File: src/rtl/dgs_pkg.sv
package dgs_pkg;
  typedef enum logic [1:0] {
    ST_IDLE  = 2'd0,
    ST_SPACE = 2'd1,
    ST_FRAME = 2'd2
  } dgs_state_e;
endpackage

File: src/rtl/dgs_lfsr.sv
module dgs_lfsr #(
  parameter int RAND_W = 8
) (
  input  logic              clk,
  input  logic              rst,
  input  logic              load,
  input  logic [15:0]       seed,
  input  logic              adv,
  output logic [RAND_W-1:0] rnd
);
  logic [15:0] q;
  logic        fb;

  assign fb  = q[15] ^ q[13] ^ q[12] ^ q[10];
  assign rnd = q[RAND_W-1:0];

  always_ff @(posedge clk) begin
    if (rst)       q <= 16'h0001;
    else if (load) q <= (seed == 16'h0000) ? 16'h0001 : seed;
    else if (adv)  q <= {q[14:0], fb};
  end

  // the register must never lock up at zero
  a_r5_nonzero: assert property (@(posedge clk) disable iff (rst) q != 16'h0000);
  // every advance changes the value
  a_r5_advances: assert property (@(posedge clk) disable iff (rst)
    (adv && !load) |=> (q != $past(q)));
endmodule

File: src/rtl/dgs_interval.sv
module dgs_interval #(
  parameter int BASE_W     = 16,
  parameter int RAND_W     = 8,
  parameter int UNIT_W     = 8,
  parameter int FN_W       = 4,
  parameter int INIT_SCALE = 40,
  parameter int IV_W       = BASE_W + RAND_W + UNIT_W + FN_W
) (
  input  logic              is_init,
  input  logic [BASE_W-1:0] base,
  input  logic [RAND_W-1:0] rnd,
  input  logic [FN_W-1:0]   idx,
  input  logic [UNIT_W-1:0] unit,
  output logic [IV_W-1:0]   iv
);
  logic [IV_W-1:0] t_base, t_init, t_rand, t_fn;

  always_comb begin
    t_base = IV_W'(base);
    t_init = IV_W'(rnd) * IV_W'(INIT_SCALE);
    t_rand = IV_W'(rnd);
    t_fn   = IV_W'(idx) * IV_W'(unit);
    iv     = is_init ? (t_base + t_init) : (t_base + t_rand + t_fn);
  end
endmodule

File: src/rtl/dgram_sched.sv
module dgram_sched
  import dgs_pkg::*;
#(
  parameter int BASE_W     = 16,
  parameter int UNIT_W     = 8,
  parameter int RAND_W     = 8,
  parameter int FN_W       = 4,
  parameter int INIT_SCALE = 40
) (
  input  logic              clk,
  input  logic              rst,
  input  logic              seed_load,
  input  logic [15:0]       seed,
  input  logic              start,
  input  logic [FN_W-1:0]   frame_cnt_m1,
  input  logic [BASE_W-1:0] base_time,
  input  logic [UNIT_W-1:0] fn_unit,
  input  logic              pd_en,
  input  logic              frame_done,
  output logic              frame_start,
  output logic              space_active,
  output logic              pwr_down,
  output logic              busy,
  output logic              dgram_done
);
  localparam int IV_W = BASE_W + RAND_W + UNIT_W + FN_W;

  dgs_state_e        state;
  logic [IV_W-1:0]   cnt;
  logic [FN_W-1:0]   fidx, nf_lat;
  logic [BASE_W-1:0] base_lat;
  logic [UNIT_W-1:0] unit_lat;
  logic              pd_lat;

  logic              idle, accept, last_frame, next_frame, adv;
  logic [RAND_W-1:0] rnd;
  logic [IV_W-1:0]   iv;
  logic [BASE_W-1:0] base_sel;
  logic [UNIT_W-1:0] unit_sel;

  assign idle       = (state == ST_IDLE);
  assign accept     = idle && start;
  assign last_frame = (fidx == nf_lat);
  assign next_frame = (state == ST_FRAME) && frame_done && !last_frame;
  assign adv        = accept || next_frame;
  assign base_sel   = idle ? base_time : base_lat;
  assign unit_sel   = idle ? fn_unit   : unit_lat;

  dgs_lfsr #(.RAND_W(RAND_W)) u_lfsr (
    .clk(clk), .rst(rst), .load(seed_load), .seed(seed), .adv(adv), .rnd(rnd)
  );

  dgs_interval #(
    .BASE_W(BASE_W), .RAND_W(RAND_W), .UNIT_W(UNIT_W), .FN_W(FN_W),
    .INIT_SCALE(INIT_SCALE), .IV_W(IV_W)
  ) u_iv (
    .is_init(idle), .base(base_sel), .rnd(rnd), .idx(fidx + 1'b1),
    .unit(unit_sel), .iv(iv)
  );

  always_ff @(posedge clk) begin
    if (rst) begin
      state       <= ST_IDLE;
      cnt         <= '0;
      fidx        <= '0;
      nf_lat      <= '0;
      base_lat    <= '0;
      unit_lat    <= '0;
      pd_lat      <= 1'b0;
      frame_start <= 1'b0;
      dgram_done  <= 1'b0;
    end else begin
      frame_start <= 1'b0;
      unique case (state)
        ST_IDLE: if (start) begin
          nf_lat     <= frame_cnt_m1;
          base_lat   <= base_time;
          unit_lat   <= fn_unit;
          pd_lat     <= pd_en;
          fidx       <= '0;
          dgram_done <= 1'b0;
          cnt        <= iv;
          state      <= ST_SPACE;
        end
        ST_SPACE: if (cnt == '0) begin
          frame_start <= 1'b1;
          state       <= ST_FRAME;
        end else begin
          cnt <= cnt - 1'b1;
        end
        ST_FRAME: if (frame_done) begin
          if (last_frame) begin
            dgram_done <= 1'b1;
            state      <= ST_IDLE;
          end else begin
            fidx  <= fidx + 1'b1;
            cnt   <= iv;
            state <= ST_SPACE;
          end
        end
        default: state <= ST_IDLE;
      endcase
    end
  end

  assign space_active = (state == ST_SPACE);
  assign pwr_down     = space_active && pd_lat;
  assign busy         = !idle;

  // the serializer trigger is a single-cycle pulse
  a_r2_pulse: assert property (@(posedge clk) disable iff (rst)
    frame_start |=> !frame_start);
  // frame index never passes the latched count
  a_r2_bound: assert property (@(posedge clk) disable iff (rst)
    busy |-> (fidx <= nf_lat));
  // a trigger never coincides with a gap
  a_r6_excl: assert property (@(posedge clk) disable iff (rst)
    frame_start |-> !space_active);
  // leaving busy always leaves the done flag up
  a_r8_done: assert property (@(posedge clk) disable iff (rst)
    $fell(busy) |-> dgram_done);
endmodule

File: config.mk
export PLATFORM = sky130hd
export DESIGN_NAME = dgram_sched
export DESIGN_NICKNAME = d
export VERILOG_FILES = /design/src/rtl/dgs_pkg.sv /design/src/rtl/dgs_lfsr.sv /design/src/rtl/dgs_interval.sv /design/src/rtl/dgram_sched.sv
export SDC_FILE = /design/constraint.sdc
export NUM_CORES = 1
export LEC_CHECK = 0
export BUFFER_PORTS_ARGS = -buffer_cell sky130_fd_sc_hd__buf_2
export CORE_AREA = 5 5 126 128
export CTS_BUF_LIST = sky130_fd_sc_hd__clkbuf_4 sky130_fd_sc_hd__clkbuf_8
export DETAILED_ROUTE_END_ITERATION = 10
export DIE_AREA = 0 0 131 133
export GPL_TIMING_DRIVEN = 0
export PLACE_DENSITY = 0.75
export SLEW_MARGIN = 20
export SYNTH_ARGS = -nofsm -noshare
export SYNTH_HDL_FRONTEND = slang
export SYNTH_SLANG_ARGS = --single-unit
File: constraint.sdc
create_clock -name clk -period 13.9 [get_ports clk]
set_input_delay 1.39 -clock clk [delete_from_list [all_inputs] [get_ports clk]]
set_output_delay 1.39 -clock clk [all_outputs]
set_load 0.02 [all_outputs]
== Yosys cells after proc, flatten, opt, wreduce, memory -nomap -nowiden ==
Cells that the tools add are included.
Storage, ports and cells
  output and inout bits: 5
  flip-flop bits (word level): 89
  logic and storage cells: 74
Operators by class
  $add $sub $neg: 5
  reductions and logical operators: 19
  equal/unequal tests: 9
  $mul: 2
  bitwise operators: 4
  multiplexer cells: 25
Operators with widths (count)
  $mux W36: 5
  $pmux W36 S3: 1
  $mux W16: 4
  $add A36 B12 Y36: 1
  $logic_not A36 Y1: 1
  $sub A36 B1 Y36 const B: 1
  $add A16 B14 Y17: 1
  $add A16 B8 Y17: 1
  $logic_not A16 Y1: 1
  $mul A4 B8 Y12: 1
  $mux W4: 3
  $mul A8 B3 Y11 const B: 1
  $ne A2 B2 Y1 const B: 5
  $mux W8: 1
  $pmux W4 S2: 1
  $reduce_and A4 Y1: 2
  $mux W2: 3
  $pmux W2 S3: 1
  $mux W1: 5
  $reduce_and A5 Y1: 1
  $add A4 B1 Y4 const B: 1
  $eq A4 B4 Y1: 1
  $logic_and A1 B1 Y1: 4
  $reduce_bool A2 Y1: 2
  13 further kinds: 16

== Depth between registers and ports, before layout ==
Gate-level depths: netlist of the first run.
  depth in word-level cells: 8
  mapped depth: 21
  mapped depth without buffers: 18

== By module ==
A second synthesis of the first run with hierarchy kept.
Unflattened totals
  cells, all modules: 996
  area total of the unflattened synthesis: 7985.2 um^2
By module, submodules not included
  dgram_sched: area each 4431.8 um^2, instances 1, cells an instance 552, sequential area each 1461.4 um^2
  dgs_interval: area each 2721.4 um^2, instances 1, cells an instance 341, sequential area each 0.0 um^2
  dgs_lfsr: area each 832.0 um^2, instances 1, cells an instance 103, sequential area each 320.3 um^2

== Worst setup path before layout of the first run ==
No wires, ideal clock.
  path kind: register -> register
  start point: register state[1]
  end point: register cnt[13]
  cell stages (with the launch flop): 22
  data required time: 13.797 ns
  path slack: 8.438 ns
  path buffers: 3
  library setup time: 0.103 ns
  clock period less this slack: 5.462 ns
  data arrival time: 5.358 ns
  cell sequence: dfxtp_1 > buf_6 > nor2_2 > clkbuf_1 > buf_1 > mux2_2 > ha_1 > fa_1 > a21oi_1 > o211ai_1 > o211ai_1 > xnor2_1 > fa_1 > inv_1 > ha_1 > o21ai_0 > nor2_1 > o221ai_1 > a221o_1 > xnor2_1 > o22ai_1 > a2111oi_2
On the way
  longest elaborated chain between the ends: 8
  elaborated cells between the ends (all ways): 20
  classes of those cells: add/sub (3); mul (1); eq/ne (6); mux (7); reduce/logical (3)
RTL lines
  start: declaration: RTL line dgram_sched.sv:28  | dgs_state_e state;
  start signal: assignment: RTL line dgram_sched.sv:63  | state <= ST_IDLE;
  start signal: assignment: RTL line dgram_sched.sv:83  | state <= ST_SPACE;
  start signal: assignment: RTL line dgram_sched.sv:87  | state <= ST_FRAME;
  $logic_not A2 Y1: RTL line dgram_sched.sv:41, dgram_sched.sv:74
  $mux W8 / $mux W16 (equally long branches): RTL line dgram_sched.sv:47, dgram_sched.sv:46
  $mul A4 B8 Y12 / $add A16 B8 Y17 (equally long branches): RTL line dgs_interval.sv:22, dgs_interval.sv:23
  $add A36 B12 Y36: RTL line dgs_interval.sv:23  | iv = is_init ? (t_base + t_init) : (t_base + t_rand + t_fn);
  $mux W36: RTL line dgs_interval.sv:23
  $mux W36: RTL line dgram_sched.sv:92  | if (last_frame) begin
  $mux W36: RTL line dgram_sched.sv:91  | ST_FRAME: if (frame_done) begin
  $pmux W36 S3: RTL line dgram_sched.sv:74  | unique case (state)
  end signal: assignment: RTL line dgram_sched.sv:82  | cnt <= iv;
  end signal: assignment: RTL line dgram_sched.sv:89  | cnt <= cnt - 1'b1;
  end signal: assignment: RTL line dgram_sched.sv:97  | cnt <= iv;
  end: declaration: RTL line dgram_sched.sv:29  | logic [IV_W-1:0] cnt;
Parallel ways exist; a longest one is shown, timed or not. The select of a mux whose other input is x is not followed.
A chain may end at the register's enable or synchronous reset.

== Worst setup path after layout of the first run ==
Same ends and word-level chain as after synthesis.

==> flow_summary_export.csv, run 1 <==
group,metric,value,unit
routing,num_vias,6730,
global_routing,grt_first_pass_wirelength,31000,um
clocking,numClockSinks,89,
layout,most-common-layout-cells,"nand2_1 (114), nor2_1 (112), dfxtp_1 (89)",
timing,drv_slew,0,
die,die_area,17400,um^2
outcome,status,"completed",
routing,wl,19000,um
timing,period_minus_slack,6.68,ns
routing,dr.pass1.iters,5,
clocking,clk_latency,0.39,ns
critical_path,worst_ep_required_time,14.19,ns
clocking,cts_root_buf,"clkbuf_8",
placement,gp_congestion,0.966,
clocking,post_cts_buffers,0,
synthesis,synthDistinctLibCells,72,
synthesis,synth_fp_nets,1036,
die,top_level_ports,55,
synthesis,netlist.area_leader.share,0.250,
synthesis,netlist_area,7140,um^2
critical_path,cpLargestDelayFamily,"adder cells",
synthesis,avgSynthCellArea,7.87,um^2
global_routing,grt_pass1_vias,6313,
timing,finalSetupTns,0,ns
power_and_ir_drop,powerDensity,108,nW/um^2
synthesis,synthCells,907,
power_and_ir_drop,power,0.000842,W
power_and_ir_drop,power_leakage,3.36,nW
die,fp-row-count,45,
critical_path,end_kind,"flip-flop",
placement,dp_hpwl,14900,um
placement,portBuffers,53,
critical_path,crit_buf_inv,5,
layout,syn_to_final_growth,9.73,%
timing,period_share,0.480,
die,fp.dieW,131,um
clocking,clockBufferDepth,2,
routing,ant_nets,0,
layout,drive_gt1_frac,0.111,
die,initial_core_util,0.484,
synthesis,async_flop_share,0,
timing,finalClockSkew,0.0141,ns
min_path,hold_class,"reg2reg",
synthesis,yosys.area.top_type,"dfxtp_1",
clocking,postCtsHoldBufs,0,
timing,fmax,150,MHz
critical_path,path_cells,"buf_6, nor2_2, clkbuf_1, buf_1, mux2i_1, nor2_1, fa_1, fa_1, inv_1, fa_1, inv_1, ha_1, o21ai_0, a21oi_1, o221ai_1, a221o_1, xnor2_1, o22ai_1, a2111oi_2",
layout,fill_cells,1430,
layout,final_common_cell,"nand2_1",
critical_path,reg2reg_slack,7.22,ns
routing,wl_per_cell,16.3,um
timing,hold_viol_final,0,
clocking,clk_pin_slew,0.10,ns
layout,nNetsFinal,1100,
layout,diodes,0,
global_routing,grt.overflow.total,0,
critical_path,worstPathArrival,6.97,ns
routing,drc,0,
clocking,cts_max_level,3,
global_routing,grt_util_all_layers,0.223,
routing,viasPerCell,5.78,
die,core,14800,um^2
critical_path,start_kind,"flip-flop",
global_routing,grt_max_degree,19,
critical_path,cp_common_cell,"fa_1",
synthesis,synth_area_leaders,"dfxtp_1 (25%), ha_1 (9.6%), fa_1 (6.7%), nand2_1 (6.0%), nor2_1 (5.9%)",
critical_path,worstSetupPathType,"reg2reg",
timing,tightest_slew,0.951,ns
synthesis,ys.flop_type,"dfxtp_1",
critical_path,crit_slowest_cell,"clkbuf_1",
synthesis,ys_warn_count,0,
critical_path,worstPathMaxFanout,10,
die,fp.dieH,133,um
power_and_ir_drop,vdd_drop_max,0.0000461,V
routing,drt_iter0_drc,408,
global_routing,antenna_found_initial,0,
synthesis,synth-edff-count,0,
clocking,cts_tree,"built",
critical_path,max_stage_delay,0.71,ns
synthesis,ys_ff_latch,89,
clocking,ctsResizeCount,0,
timing,maxSlewHeadroom,0.361,
synthesis,yosysSeqAreaShare,0.250,
timing,setup_violations,0,
job,cap_violations,0,
clocking,cts_buffers,9,
timing,rsz0062_at_grt,"false",
area by class of cell:
class / count / area (um^2) / area share
repair buffers: 53 / 265 / 0.0339
multi-input cells: 720 / 4970 / 0.635
clock buffers: 9 / 124 / 0.0158
plain buffers: 39 / 164 / 0.0209
clock inverters: 7 / 70.1 / 0.00894
well taps: 188 / 235 / 0.0300
flip-flops and latches: 89 / 1780 / 0.227
inverters: 59 / 221 / 0.0283
stage by stage:
stage | std cells | setup slack, ns | hold WS, ns | utilization | cell area [um^2]
2_1_floorplan | 907 | 8.44 | 0.432 | - | 7140
3_3_place_gp | 1148 | 7.44 | 0.439 | 0.518 | 7640
3_5_place_dp | 1148 | 7.38 | 0.446 | 0.518 | 7640
4_1_cts | 1164 | 7.35 | 0.459 | 0.531 | 7830
5_1_grt | 1164 | 6.88 | 0.477 | 0.531 | 7830
6_report | 1164 | 7.22 | 0.460 | 0.531 | 7830
synth_stat cells, types with 2 or more instances:
master / instances
a211oi_1: 31
nor2_1: 112
o21bai_1: 4
buf_2: 5
and2_1: 2
xnor2_1: 38
mux2i_1: 13
o21a_1: 8
o211ai_1: 14
and3_1: 4
o31ai_1: 2
nand2_1: 114
o22ai_1: 5
a32o_1: 2
nor3_1: 28
nand2b_1: 7
clkbuf_1: 30
a41oi_1: 3
o21ai_0: 38
o41ai_1: 3
o221ai_1: 2
nand4_1: 10
nor4_1: 13
or3_1: 7
xor2_1: 28
nand4bb_1: 2
a21boi_0: 2
a21oi_1: 64
or2_2: 8
ha_1: 55
a211o_1: 2
mux2_2: 12
nor2b_1: 3
a311oi_1: 3
nand4b_1: 3
a21o_1: 4
buf_1: 2
nand3_1: 18
or4_1: 5
inv_1: 58
dfxtp_1: 89
fa_1: 24
power by group:
group	total [W]	switching, W	leakage, nW	internal (W)
clock	0.000181	0.000112	0.0951	0.0000696
combinational	0.000361	0.000214	2.54	0.000147
sequential	0.000300	0.0000230	0.730	0.000277
total	0.000842	0.000348	3.36	0.000494
logic make-up (layout without fill, tap and decap cells):
logic type,after synthesis,after routing,synth area share
adders and majority gates,79,79,0.164
xor gates and xnor gates,67,67,0.0832
DFF,89,89,0.250
AOI/OAI and AO/OA,201,201,0.182
and+or+nand+nor,348,348,0.230
buffers and inverters,98,167,0.0540
muxes,25,25,0.0372
tightest hold or removal path: stages, from the launching register on:
cell     delay, ns
dfxtp_1       0.32
nand2_1       0.05
a21oi_1       0.05
flip-flops by register name, summed over array words and instances, names as in the netlist:
name and flops:
cnt 36, state 2, dgram_done 1, frame_start 1, base_lat 16, u_lfsr.q 16, unit_lat 8, pd_lat 1
nf_lat 4, fidx 4
path summary, 6_finish.rpt:
check	from	endpoint	cells after the start
worst max register to register	state[1]	cnt[13]	19
worst min-delay path	unit_lat[3]	unit_lat[3]	2
worst max-delay path	state[1]	cnt[13]	19
worst min register to register	unit_lat[3]	unit_lat[3]	2
metal layers:
layer / vias up / global-route usage / part of all wire
met5: - / 0 / 0
met4: 0 / 0.101 / 0.043
met2: 195 / 0.346 / 0.45
met1: 3160 / 0.301 / 0.45
met3: 55 / 0.0371 / 0.053
li1: 3320 / - / -
No activity file was read; power rests on OpenSTA's default activity.
==> inputs of run 2 (changes only) <==
Settings changed: PLACE_DENSITY 0.75 to 0.78.
Clock period 13.9 ns to 5.6 ns, I/O delays scaled along.
==> flow_summary_export.csv, run 2 (same netlist as run 1, synthesis figures left out) <==
group,metric,value,unit
outcome,status,"completed",
layout,final_area,7900,um^2
placement,dp_hpwl,15300,um
timing,drv_slew,0,
die,initial_core_util,0.484,
routing,wl_met3,1250,um
placement,gp_congestion,0.915,
routing,num_vias,6832,
layout,most-common-layout-cells,"nand2_1 (114), nor2_1 (112), dfxtp_1 (89)",
power_and_ir_drop,power_frac_seq,0.343,
timing,setup_violations,0,
global_routing,grt_util_all_layers,0.232,
power_and_ir_drop,switching_share,0.399,
timing,rsz0062_at_grt,"false",
critical_path,max_stage_delay,0.46,ns
critical_path,worstSetupPathType,"reg2reg",
timing,fmax,188,MHz
routing,wl_per_cell,16.8,um
routing,ant_nets,0,
routing,drt_iter0_drc,589,
critical_path,start_kind,"flip-flop",
timing,period_share,0.948,
clocking,cts_buffers,9,
layout,final_util,0.535,
placement,portBuffers,53,
layout,nNetsFinal,1103,
critical_path,cpLargestDelayFamily,"compound AO/OA/AOI/OAI gates",
clocking,clk_pin_slew,0.10,ns
layout,largest_reg_flops,36,
job,cap_violations,0,
global_routing,grt_max_degree,16,
die,fp.dieW,131,um
power_and_ir_drop,clock_power_share,0.234,
power_and_ir_drop,powerDensity,276,nW/um^2
clocking,cts_max_level,3,
timing,maxSlewHeadroom,0.469,
routing,m1WireLength,8560,um
placement,dpl-instance-area,7640,um^2
layout,drive_gt1_frac,0.116,
routing,dr.max_layer_used,"met5",
global_routing,antenna_found_initial,1,
critical_path,path_cells,"nor2_4, buf_6, buf_4, mux2_2, ha_1, fa_1, a21oi_1, o211ai_1, nor2_1, xor2_1, fa_1, inv_1, ha_1, nor3_1, nor2_1, o221ai_1, a221o_1, xnor2_1, o22ai_1, a2111oi_2",
critical_path,crit_slowest_cell,"fa_1",
die,top_level_ports,55,
routing,viasPerCell,5.86,
layout,syn_to_final_growth,10.6,%
critical_path,worst_ep_required_time,5.91,ns
timing,hold_viol_final,0,
layout,final_common_cell,"nand2_1",
power_and_ir_drop,p_switching,0.000871,W
routing,wl,19600,um
global_routing,grt.overflow.total,0,
routing,dr_wl_met2,8970,um
layout,regMostFlops,"cnt",
layout,diodes,0,
timing,period_minus_slack,5.31,ns
critical_path,crit_buf_inv,3,
critical_path,worstPathArrival,5.62,ns
critical_path,worstPathMaxFanout,10,
die,fp-row-count,45,
timing,holdWs,0.401,ns
die,core,14800,um^2
clocking,clockBufferDepth,2,
clocking,clk_latency,0.40,ns
power_and_ir_drop,pwr-share-comb,0.423,
die,fp.dieH,133,um
clocking,numClockSinks,89,
routing,dr.pass1.iters,5,
clocking,cts_tree,"built",
global_routing,grt_first_pass_wirelength,32200,um
timing,finalClockSkew,0.0155,ns
critical_path,end_kind,"flip-flop",
die,die_area,17400,um^2
clocking,cts_root_buf,"clkbuf_8",
layout,top_regs,"cnt: 36 flops, base_lat: 16 flops, u_lfsr.q: 16 flops",
global_routing,grt_pass1_vias,6538,
routing,drc,0,
min_path,hold_class,"in2reg",
timing,finalSetupTns,0,ns
power_and_ir_drop,intPower,0.00131,W
power_and_ir_drop,vdd_drop_max,0.000177,V
timing,tightest_slew,0.786,ns
power_and_ir_drop,power_leakage,3.39,nW
==> run 2: final timing paths <==
path | start | endpoint | slack [ns] | cells past startpoint
setup / recovery | state[0] | cnt[13] | 0.29 | 20
hold / removal | frame_cnt_m1[0] | nf_lat[0] | 0.40 | 3
setup reg to reg | state[0] | cnt[13] | 0.29 | 20
hold reg to reg | unit_lat[6] | unit_lat[6] | 0.46 | 2
==> run 2: routing by layer <==
metal	global-route usage	vias to the layer above
met3	0.0420	51
met2	0.369	245
met1	0.304	3219
li1	-	3315
met4	0.105	2
met5	0	-
==> run 2: layout make-up <==
| cell class | instances | area (um^2) |
|---|---|---|
| repair buffers | 56 | 288 |
| clock inverters | 6 | 91.3 |
| plain buffers | 39 | 175 |
| multi-input cells | 720 | 4980 |
| well taps | 188 | 235 |
| flip-flops and latches | 89 | 1780 |
| clock buffers | 9 | 124 |
| inverters | 59 | 221 |
| fillers | 1398 | 6850 |
==> run 2: worst register-to-register path, stage by stage (launching register included) <==
cell       delay, ns
dfxtp_1         0.41
nor2_4          0.18
buf_6           0.20
buf_4           0.25
mux2_2          0.36
ha_1            0.24
fa_1            0.41
a21oi_1         0.23
o211ai_1        0.15
nor2_1          0.13
xor2_1          0.28
fa_1            0.46
inv_1           0.07
ha_1            0.27
nor3_1          0.26
nor2_1          0.10
o221ai_1        0.27
a221o_1         0.29
xnor2_1         0.16
o22ai_1         0.13
a2111oi_2       0.35
==> run 2: through the flow <==
stage,total power (W),setup slack [ns],std cells
floorplan,0.00141,0.138,907
global placement,0.00163,-1.02,1148
detailed placement,0.00165,-0.998,1148
CTS,0.00216,0.0523,1164
global route,0.00232,0.00614,1166
finish,0.00218,0.292,1166
==> run 2: repair_timing <==
item | 4_1_cts | 5_1_grt
pin swaps | 1 | 1
hold endpoints to repair | 0 | 0
setup buffers | 1 | 2
endpoints found under the setup margin | 11 | 6
gates resized for setup | 6 | 3
hold buffers | 0 | 0
==> run 2: power groups by stage <==
stage          combinational [W]  clock [W]  sequential, W
3_5_place_dp            0.000891          0       0.000761
2_1_floorplan           0.000672          0       0.000742
5_1_grt                  0.00102   0.000538       0.000755
3_3_place_gp            0.000872          0       0.000758
4_1_cts                 0.000902   0.000515       0.000747
6_report                0.000923   0.000512       0.000748
==> inputs of run 3 (changes only) <==
Settings changed: PLACE_DENSITY 0.78 to 0.75.
Clock period 5.6 ns to 5.2 ns, I/O delays scaled along.
==> flow_summary_export.csv, run 3 (same netlist as run 1, synthesis figures left out) <==
group,metric,value,unit
power_and_ir_drop,clock_power_share,0.242,
global_routing,grt_util_all_layers,0.233,
layout,regMostFlops,"cnt",
critical_path,worstSetupPathType,"reg2reg",
min_path,hold_class,"in2reg",
die,fp.dieH,133,um
timing,setup_violations,0,
placement,pre_cts_ws,-1.02,ns
routing,drc,0,
critical_path,cpLargestDelayFamily,"compound AO/OA/AOI/OAI gates",
critical_path,start_kind,"flip-flop",
placement,gp_congestion,0.952,
critical_path,end_kind,"flip-flop",
timing,finalClockSkew,0.00913,ns
layout,final_common_cell,"nand2_1",
global_routing,antenna_found_initial,0,
power_and_ir_drop,p_switching,0.000962,W
power_and_ir_drop,intPower,0.00146,W
power_and_ir_drop,switching_share,0.398,
layout,drive_gt1_frac,0.134,
timing,tightest_slew,0.792,ns
clocking,postCtsHoldBufs,0,
timing,rsz0062_at_grt,"true",
layout,top_regs,"cnt: 36 flops, base_lat: 16 flops, u_lfsr.q: 16 flops",
clocking,cts_tree,"built",
routing,viasPerCell,5.82,
power_and_ir_drop,power_leakage,3.45,nW
die,fp.dieW,131,um
routing,ant_nets,0,
routing,drt_iter0_drc,619,
timing,maxSlewHeadroom,0.465,
timing,fmax,197,MHz
layout,fill_cells,1410,
layout,nNetsFinal,1110,
global_routing,grt_first_pass_wirelength,31900,um
clocking,clk_pin_slew,0.10,ns
die,initial_core_util,0.484,
job,cap_violations,0,
layout,most-common-layout-cells,"nand2_1 (114), nor2_1 (111), dfxtp_1 (89)",
critical_path,path_cells,"buf_6, nor2_4, clkbuf_16, buf_12, mux2_2, ha_2, fa_2, a21oi_2, o211ai_1, o211ai_1, buf_4, buf_4, a21oi_1, xnor2_1, fa_1, inv_1, ha_1, nor4_1, a221o_1, xnor2_1, o22ai_1, a2111oi_2",
timing,period_minus_slack,5.06,ns
global_routing,busiest_layer,"met2",
clocking,clk_latency,0.40,ns
critical_path,worst_ep_required_time,5.50,ns
critical_path,max_stage_delay,0.46,ns
die,core,14800,um^2
global_routing,grt_use_met1,0.307,
die,fp-row-count,45,
layout,diodes,0,
timing,drv_slew,0,
clocking,clockBufferDepth,2,
routing,dr.pass1.iters,8,
layout,largest_reg_flops,36,
global_routing,grt.overflow.total,0,
power_and_ir_drop,vdd_drop_max,0.000155,V
global_routing,grt_pass1_vias,6375,
placement,portBuffers,53,
critical_path,worstPathMaxFanout,10,
routing,wl,20200,um
power_and_ir_drop,pwr-share-comb,0.426,
power_and_ir_drop,powerDensity,300,nW/um^2
power_and_ir_drop,power_frac_seq,0.332,
clocking,cts_buffers,9,
critical_path,worstPathArrival,5.36,ns
die,top_level_ports,55,
global_routing,grt_max_degree,17,
clocking,cts_root_buf,"clkbuf_8",
timing,hold_viol_final,0,
layout,syn_to_final_growth,12.9,%
clocking,numClockSinks,89,
placement,dp_hpwl,15300,um
routing,wl_per_cell,17.2,um
global_routing,met3_usage,0.0517,
timing,holdWs,0.354,ns
timing,period_share,0.974,
timing,worst_slack,0.135,ns
critical_path,crit_buf_inv,6,
die,die_area,17400,um^2
routing,num_vias,6835,
critical_path,crit_slowest_cell,"fa_1",
global_routing,met2_usage,0.349,
clocking,cts_max_level,3,
outcome,status,"completed",
==> run 3: cell count changes in the layout (fill, tap and decap cells not counted), sizes merged <==
cell	delta
buf	+6
clkbuf	+2
clkinv	+1
clkinvlp	-1
==> run 3: worst paths after layout <==
kind / slack (ns) / start / end / cells after the start
worst max-delay path: 0.14 / state[1] / cnt[13] / 22
worst min-delay path: 0.35 / pd_en / pd_lat / 3
worst max register to register: 0.14 / state[1] / cnt[13] / 22
worst min register to register: 0.46 / base_lat[6] / base_lat[6] / 2
==> run 3: what timing repair did <==
item	in CTS	in global routing
endpoints found under the setup margin	11	6
gates resized for setup	15	8
buffers inserted	4	6
pin swaps	6	9
hold endpoints to repair	0	0
==> run 3: metal layers <==
metal / routed length (um) / up-vias
li1: - / 3345
met1: 8630 / 3173
met2: 9000 / 256
met3: 1550 / 61
met4: 982 / 0
met5: 0 / -
==> run 3: power groups by stage <==
stage               registers (W)  logic (W)  clock network (W)
global placement         0.000815   0.000942                  0
floorplan                0.000799   0.000724                  0
finish                   0.000803    0.00103           0.000585
CTS                      0.000801   0.000991           0.000589
global route             0.000811    0.00113           0.000625
detailed placement       0.000816   0.000959                  0
==> run 3: tightest hold or removal path: stages <==
cell and delay, ns:
buf_2 0.09, nand2_1 0.04, a21oi_1 0.05
==> run 3: area by class of cell <==
class	instances	area (um^2)	share of cell area
multi-input cells	720	5040	0.625
flip-flops and latches	89	1780	0.221
repair buffers	63	340	0.0422
well taps	188	235	0.0292
inverters	59	221	0.0275
plain buffers	39	201	0.0250
clock buffers	10	138	0.0171
clock inverters	6	101	0.0126
==> run 3: per-stage QoR <==
stage | total power [W] | TNS (ns) | cells | area (um^2) | utilization
final | 0.00242 | 0 | 1174 | 8060 | 0.546
after global routing | 0.00257 | -0.0761 | 1174 | 8060 | 0.546
after CTS | 0.00238 | 0 | 1168 | 7980 | 0.541
after detailed placement | 0.00178 | -6.41 | 1148 | 7640 | 0.518
after global placement | 0.00176 | -5.73 | 1148 | 7640 | 0.518
after floorplan | 0.00152 | 0 | 907 | 7140 | -
